### config.mk
export PLATFORM = sky130hd
export DESIGN_NAME = sio_irq_vector
export DESIGN_NICKNAME = d
export VERILOG_FILES = /design/src/rtl/sio_irq_pkg.sv /design/src/rtl/sio_irq_rstsync.sv /design/src/rtl/sio_irq_seq.sv /design/src/rtl/sio_irq_brk.sv /design/src/rtl/sio_irq_req.sv /design/src/rtl/sio_irq_vector.sv
export SDC_FILE = /design/constraint.sdc
export NUM_CORES = 1
export LEC_CHECK = 0
export BUFFER_PORTS_ARGS = -buffer_cell sky130_fd_sc_hd__buf_2
export CAP_MARGIN = 20
export CORE_UTILIZATION = 49
export DETAILED_ROUTE_END_ITERATION = 10
export PLACE_DENSITY = 0.74
export SYNTH_ARGS = -nofsm -noshare
export SYNTH_HDL_FRONTEND = slang
export SYNTH_HIERARCHICAL = 1
export SYNTH_SLANG_ARGS = --single-unit
### constraint.sdc
create_clock -name clk -period 0.9 [get_ports clk]
set_clock_uncertainty 0.05 [all_clocks]
set_input_delay 0.045 -clock clk [delete_from_list [all_inputs] [get_ports clk]]
set_output_delay 0.045 -clock clk [all_outputs]
set_load 0.03 [all_outputs]
### src/rtl/sio_irq_pkg.sv
package sio_irq_pkg;
  localparam int NCH   = 2;
  localparam int REG_W = 8;

  localparam logic [REG_W-1:0] V_RXA_HI = 8'h30;
  localparam logic [REG_W-1:0] V_RXB_HI = 8'h20;
  localparam logic [REG_W-1:0] V_TXA_HI = 8'h10;
  localparam logic [REG_W-1:0] V_NONE_HI = 8'h60;
  localparam logic [REG_W-1:0] V_RXA_LO = 8'h0C;
  localparam logic [REG_W-1:0] V_RXB_LO = 8'h04;
  localparam logic [REG_W-1:0] V_TXA_LO = 8'h08;
  localparam logic [REG_W-1:0] V_NONE_LO = 8'h06;
  localparam logic [REG_W-1:0] V_TXB    = 8'h00;

  typedef struct packed {
    logic [NCH-1:0]   rxp;
    logic [NCH-1:0]   txp;
    logic [NCH-1:0]   rxs;
    logic [NCH-1:0]   txs;
    logic [REG_W-1:0] pend;
    logic [REG_W-1:0] vec;
  } irq_state_t;

  function automatic int rx_pos(logic ch);
    return ch ? 2 : 5;
  endfunction

  function automatic int tx_pos(logic ch);
    return ch ? 1 : 4;
  endfunction

  function automatic logic [REG_W-1:0] rx_code(logic ch, logic hi);
    if (hi) return ch ? V_RXB_HI : V_RXA_HI;
    return ch ? V_RXB_LO : V_RXA_LO;
  endfunction

  function automatic logic [REG_W-1:0] tx_code(logic ch, logic hi);
    if (ch) return V_TXB;
    return hi ? V_TXA_HI : V_TXA_LO;
  endfunction

  function automatic logic [REG_W-1:0] none_code(logic hi);
    return hi ? V_NONE_HI : V_NONE_LO;
  endfunction

  function automatic irq_state_t do_set_rx(irq_state_t s, logic ch, logic hi);
    irq_state_t r;
    r = s;
    r.rxp[ch] = 1'b1;
    r.rxs[ch] = 1'b1;
    r.pend[rx_pos(ch)] = 1'b1;
    r.vec = rx_code(ch, hi);
    return r;
  endfunction

  function automatic irq_state_t do_set_tx(irq_state_t s, logic ch, logic hi, logic ie);
    irq_state_t r;
    r = s;
    r.txp[ch] = 1'b1;
    if (!r.rxs[ch]) begin
      r.txs[ch] = 1'b1;
      if (ie) r.pend[tx_pos(ch)] = 1'b1;
      r.vec = tx_code(ch, hi);
    end
    return r;
  endfunction

  function automatic irq_state_t do_clr_rx(irq_state_t s, logic ch, logic hi, logic ie);
    irq_state_t r;
    r = s;
    r.rxp[ch] = 1'b0;
    r.rxs[ch] = 1'b0;
    r.pend[rx_pos(ch)] = 1'b0;
    r.vec = none_code(hi);
    if (r.txp[ch]) r = do_set_tx(r, ch, hi, ie);
    return r;
  endfunction

  function automatic irq_state_t do_clr_tx(irq_state_t s, logic ch, logic hi);
    irq_state_t r;
    r = s;
    r.txp[ch] = 1'b0;
    r.txs[ch] = 1'b0;
    r.pend[tx_pos(ch)] = 1'b0;
    r.vec = none_code(hi);
    if (r.rxp[ch]) r = do_set_rx(r, ch, hi);
    return r;
  endfunction

  function automatic irq_state_t do_clr_ius(irq_state_t s, logic ch, logic hi, logic ie);
    irq_state_t r;
    r = s;
    if (r.rxs[ch]) begin
      r.rxs[ch] = 1'b0;
      if (r.txp[ch]) r = do_set_tx(r, ch, hi, ie);
    end else begin
      r.txs[ch] = 1'b0;
    end
    return r;
  endfunction
endpackage

### src/rtl/sio_irq_rstsync.sv
module sio_irq_rstsync #(
  parameter int STAGES = 2
) (
  input  logic clk,
  input  logic rst_n,
  output logic rst_n_sync
);
  logic [STAGES-1:0] sync_q;

  always_ff @(posedge clk or negedge rst_n) begin
    if (!rst_n) sync_q <= '0;
    else        sync_q <= {sync_q[STAGES-2:0], 1'b1};
  end

  assign rst_n_sync = sync_q[STAGES-1];
endmodule

### src/rtl/sio_irq_seq.sv
module sio_irq_seq
  import sio_irq_pkg::*;
(
  input  irq_state_t     cur,
  input  logic [NCH-1:0] rx_evt,
  input  logic [NCH-1:0] tx_evt,
  input  logic [NCH-1:0] data_rd,
  input  logic [NCH-1:0] cmd_clr_tx,
  input  logic [NCH-1:0] cmd_clr_ius,
  input  logic           stat_hi,
  input  logic [NCH-1:0] tx_ie,
  output irq_state_t     nxt
);
  always_comb begin
    nxt = cur;
    for (int c = 0; c < NCH; c++) begin
      if (data_rd[c])     nxt = do_clr_rx(nxt, 1'(c), stat_hi, tx_ie[c]);
      if (cmd_clr_tx[c])  nxt = do_clr_tx(nxt, 1'(c), stat_hi);
      if (cmd_clr_ius[c]) nxt = do_clr_ius(nxt, 1'(c), stat_hi, tx_ie[c]);
      if (rx_evt[c])      nxt = do_set_rx(nxt, 1'(c), stat_hi);
      if (tx_evt[c])      nxt = do_set_tx(nxt, 1'(c), stat_hi, tx_ie[c]);
    end
  end
endmodule

### src/rtl/sio_irq_brk.sv
module sio_irq_brk
  import sio_irq_pkg::*;
(
  input  logic           clk,
  input  logic           rst_n,
  input  logic [NCH-1:0] brk_evt,
  output logic [NCH-1:0] brk_stat
);
  for (genvar c = 0; c < NCH; c++) begin : g_ch
    logic flag_d, flag_q, flag_en;

    always_comb begin
      flag_en = brk_evt[c];
      flag_d  = 1'b1;
    end

    always_ff @(posedge clk or negedge rst_n) begin
      if (!rst_n)       flag_q <= 1'b0;
      else if (flag_en) flag_q <= flag_d;
    end

    assign brk_stat[c] = flag_q;
  end
endmodule

### src/rtl/sio_irq_req.sv
module sio_irq_req
  import sio_irq_pkg::*;
(
  input  logic [NCH-1:0]   rxp,
  input  logic [NCH-1:0]   txp,
  input  logic [NCH-1:0]   brk_stat,
  input  logic [NCH-1:0]   tx_ie,
  input  logic [2*NCH-1:0] rx_mode,
  input  logic [NCH-1:0]   brk_ie,
  output logic             irq
);
  logic [NCH-1:0] chan_req;

  for (genvar c = 0; c < NCH; c++) begin : g_ch
    logic [1:0] mode;
    logic       rx_on;
    assign mode  = rx_mode[2*c +: 2];
    assign rx_on = (mode == 2'b01) || (mode == 2'b10);
    assign chan_req[c] = (tx_ie[c] & txp[c]) | (rx_on & rxp[c]) | (brk_ie[c] & brk_stat[c]);
  end

  assign irq = |chan_req;
endmodule

### src/rtl/sio_irq_vector.sv
module sio_irq_vector
  import sio_irq_pkg::*;
(
  input  logic             clk,
  input  logic             rst_n,
  input  logic [NCH-1:0]   rx_evt,
  input  logic [NCH-1:0]   tx_evt,
  input  logic [NCH-1:0]   brk_evt,
  input  logic [NCH-1:0]   data_rd,
  input  logic [NCH-1:0]   cmd_clr_tx,
  input  logic [NCH-1:0]   cmd_clr_ius,
  input  logic             stat_hi,
  input  logic [NCH-1:0]   tx_ie,
  input  logic [2*NCH-1:0] rx_mode,
  input  logic [NCH-1:0]   brk_ie,
  output logic             irq,
  output logic [REG_W-1:0] pend_bits,
  output logic [REG_W-1:0] vec_code,
  output logic [NCH-1:0]   brk_stat
);
  logic       rst_n_int;
  irq_state_t st_q, st_d;
  logic       st_en;

  sio_irq_rstsync #(.STAGES(2)) u_rst (
    .clk(clk), .rst_n(rst_n), .rst_n_sync(rst_n_int)
  );

  sio_irq_seq u_seq (
    .cur(st_q), .rx_evt(rx_evt), .tx_evt(tx_evt), .data_rd(data_rd),
    .cmd_clr_tx(cmd_clr_tx), .cmd_clr_ius(cmd_clr_ius),
    .stat_hi(stat_hi), .tx_ie(tx_ie), .nxt(st_d)
  );

  assign st_en = |{rx_evt, tx_evt, data_rd, cmd_clr_tx, cmd_clr_ius};

  always_ff @(posedge clk or negedge rst_n_int) begin
    if (!rst_n_int)  st_q <= '0;
    else if (st_en)  st_q <= st_d;
  end

  sio_irq_brk u_brk (
    .clk(clk), .rst_n(rst_n_int), .brk_evt(brk_evt), .brk_stat(brk_stat)
  );

  sio_irq_req u_req (
    .rxp(st_q.rxp), .txp(st_q.txp), .brk_stat(brk_stat),
    .tx_ie(tx_ie), .rx_mode(rx_mode), .brk_ie(brk_ie), .irq(irq)
  );

  assign pend_bits = st_q.pend;
  assign vec_code  = st_q.vec;
endmodule

### Word level (Yosys, flattened, before mapping)

Cells that the tools add are included.

* flip-flop bits (word level): 28
* input port bits: 23
* output and inout bits: 19

* reduce and logical (&&, ||, !) cells: 4
* muxes and demuxes: 59
* equality and inequality tests: 4
* bitwise operators: 10

Operators with widths (count)
* two-way mux 24 bit: 4
* two-way mux 23 bit: 4
* two-way mux 22 bit: 4
* two-way mux 8 bit: 11
* two-way mux 21 bit: 4
* two-way mux 1 bit: 26
* two-way mux 17 bit: 1
* two-way mux 16 bit: 1
* OR reduction 10 bit: 1
* two-way mux 4 bit: 2
* two-way mux 7 bit: 1
* AND 1 bit: 6
* two-way mux 5 bit: 1
* == test 2 x 1 -> 1 bit (second input constant): 2
* == test 2 bit (second input constant): 2
* bitwise OR 1 bit: 4
* logical OR 1 bit: 2
* OR reduction 2 bit: 1

### Depth between registers and ports, before layout

* word-level depth: 37
* gate-level depth with buffers: 7
* mapped depth without buffers: 6

### By module

Netlist, hierarchy kept.

By module, submodules not included
* sio_irq_vector: area each 1114.8 µm², times used 1, cells each 70
* sio_irq_seq: area each 610.6 µm², times used 1, cells each 101
* sio_irq_brk: area each 77.6 µm², times used 1, cells each 6
* sio_irq_rstsync: area each 53.8 µm², times used 1, cells each 3
* sio_irq_req: area each 45.0 µm², times used 1, cells each 6

### Worst setup path after synthesis

OpenSTA, ideal clock, no wires.

* kind: flip-flop to flip-flop
* start: register st_q[23] (netlist bit)
* end: register st_q, in the netlist vec_code[4]
* data arrival time: 1.877 ns
* period minus slack after synthesis: 1.991 ns
* stages on the path, launching flop included: 7
* slack: -1.091 ns
* cells stage by stage: dfrtp_1 -> a21oi_2 -> o311a_4 -> or3_4 -> or4_1 -> o31ai_1 -> mux2_4

RTL lines
* start: declaration: RTL line sio_irq_vector.sv:22 `irq_state_t st_q, st_d;`
* start signal: assignment: RTL line sio_irq_vector.sv:39 `else if (st_en) st_q <= st_d;`

==> metrics.cfg <==
[global_route]
first_global_vias = 1690
grt_pass1_wl_mm = 8.05
grt_use_total_pct = 29.6
overflow = 0
antenna_found_initial = 0
grt_max_degree = 25

[clocking]
clock_latency_ns = 0.35
numClockSinks = 26
tritoncts = built
numCtsBuffers = 3
cts_root_buf = clkbuf_4
clkTransAtPathRegs_ns = 0.15
htreeDepth = 1
clock_path_buffers = 2

[worst_setup_path]
endpoint_kind = register
required_ns = 1.15
crit_type = register to register
cp.arrival_ns = 2.23
cp-start-kind = register
crit_path_max_fanout = 4

[floorplan]
io_pins = 42
die_y_um = 62.1
die_w_um = 62.1
rows = 21
die_area_um2 = 3850
initial_core_util_pct = 52.2
core_area_um2 = 3390

[route]
route.met2.wl_mm = 3.50
drc = 0
via_per_inst = 6.00
routed-via-count = 1806
first_pass_iters = 4
drt_iter0_markers = 125
wl_met3_um = 435
routed_wl_mm = 6.77
maxUsedRoutingLayer = met4
drtAntennaViolNets = 0
wl_per_cell_um = 22.5
drt-met1-wl_mm = 2.55

[synth]
synth.avg_cell_area_um2 = 10.3
synth_nets = 195
netlist_instances = 172
yosys_warnings = 6
synth_area_um2 = 1770

[status]
violations = negative setup slack
status = complete, but fails checks

[placed_design]
port_buffers = 41
dp_hpwl_mm = 3.35
place_inst = 275
pre_cts_ws_ns = -1.04
gp_congestion = 0.890

[pwr]
ir_drop_uv = 1310
p_leak_uw = 0.00140
power_density_nw_per_um2 = 1040

[job]
maxCapViolCount = 0

[sta]
tns_ns = -15.97
fmax_mhz = 504
finalSetupViolations = 42
fin_ws_ns = -1.08
min_period_ns = 1.98
hold_viol_final = 0
slew_violations = 0
rsz0062_at_grt = true
fin_crit_sh_pct = 220

[layout]
area_growth_pct = 64.0
ff_latch_area_um2 = 652
n_antenna_cell = 0
fill_cells = 165
final_nets = 279
multi_input_area_um2 = 1120
drive_above_1_share_pct = 65.9
final_util_pct = 85.5
stdcell_count = 301

[min_path]
hold_path.class = input pin to register

final timing paths:
| check | start | to | slack, ns | cells after the start |
|---|---|---|---|---|
| max in group asynchronous | rst_n | u_rst/sync_q[0] | 0.15 | 3 |
| setup / recovery | st_q[23] | vec_code[3] | -1.08 | 6 |
| setup reg to reg | st_q[23] | vec_code[3] | -1.08 | 6 |
| hold / removal | tx_ie[1] | pend_bits[1] | 0.09 | 4 |
| min in group asynchronous | u_rst/sync_q[1] | st_q[22] | 0.18 | 1 |
| hold reg to reg | u_rst/sync_q[1] | st_q[22] | 0.18 | 1 |
report_power, final:
group	internal (uW)	switching, uW	total [uW]
clock network	249	394	643
registers	1220	56.9	1280
logic	548	531	1080
total	2020	981	3000
cell usage in the layout (no fill, tap or decap), types with 2 or more instances in the layout:
master,instances
o311a_1,2
inv_1,5
buf_2,19
a21oi_1,5
o21ai_2,2
buf_4,37
a31oi_1,3
a22oi_2,4
xor2_1,2
o21ai_1,5
nor2_1,7
o21a_1,2
nand2_1,6
nand2b_4,3
mux2_2,3
mux2_4,19
buf_12,4
or4_4,2
dfrtp_1,25
a21oi_2,4
dlygate4sd3_1,4
o21ai_0,4
nor4_4,2
and3_1,2
buf_6,42
or2_1,2
nand3_1,2
o31ai_1,2
nand3_4,2
clkbuf_4,3
o31ai_4,2
worst max-delay path, cell delays in order (launching register included):
cell,delay [ns]
dfrtp_1,0.39
a21oi_2,0.08
o311a_4,0.32
or3_4,0.37
or4_4,0.45
o31ai_4,0.08
mux2_4,0.19
layer usage:
metal / global-route usage (%) / vias to the layer above
met3: 5.59 / 33
met2: 50.6 / 105
met1: 36.0 / 899
met5: 0 / -
met4: 13.7 / 0
li1: - / 769
metrics by stage:
step | area [um2] | hold slack, ns | total power [uW]
2_1_floorplan | 1850 | -0.301 | 1710
3_3_place_gp | 2240 | -0.220 | 1990
3_5_place_dp | 2240 | -0.216 | 2020
4_1_cts | 2680 | 0.0696 | 2770
5_1_grt | 2900 | 0.0766 | 3100
6_report | 2900 | 0.0857 | 3000
sequential cells by signal (all words and copies together), names as in the netlist:
signal,flops
st_q,6
pend_bits,8
u_brk/g_ch.flag_q,2
vec_code,8
u_rst/sync_q,2
area by class of cell:
type	instances	share of cell area (%)
Timing Repair Buffer	108	34.8
Sequential cell	26	22.5
Tap cell	46	1.99
Multi-Input combinational cell	110	38.5
Inverter	7	0.993
Clock buffer	4	1.25
timing repair:
item                       in CTS  in global routing
pin swaps                       1                 15
cloned                          1                  0
hold buffers                    4                  0
setup endpoints to repair      42                 42
gates resized for setup        80                 36
buffers inserted               11                 13
hold endpoints to repair        4                  0
(Power assumes the default switching activity.)
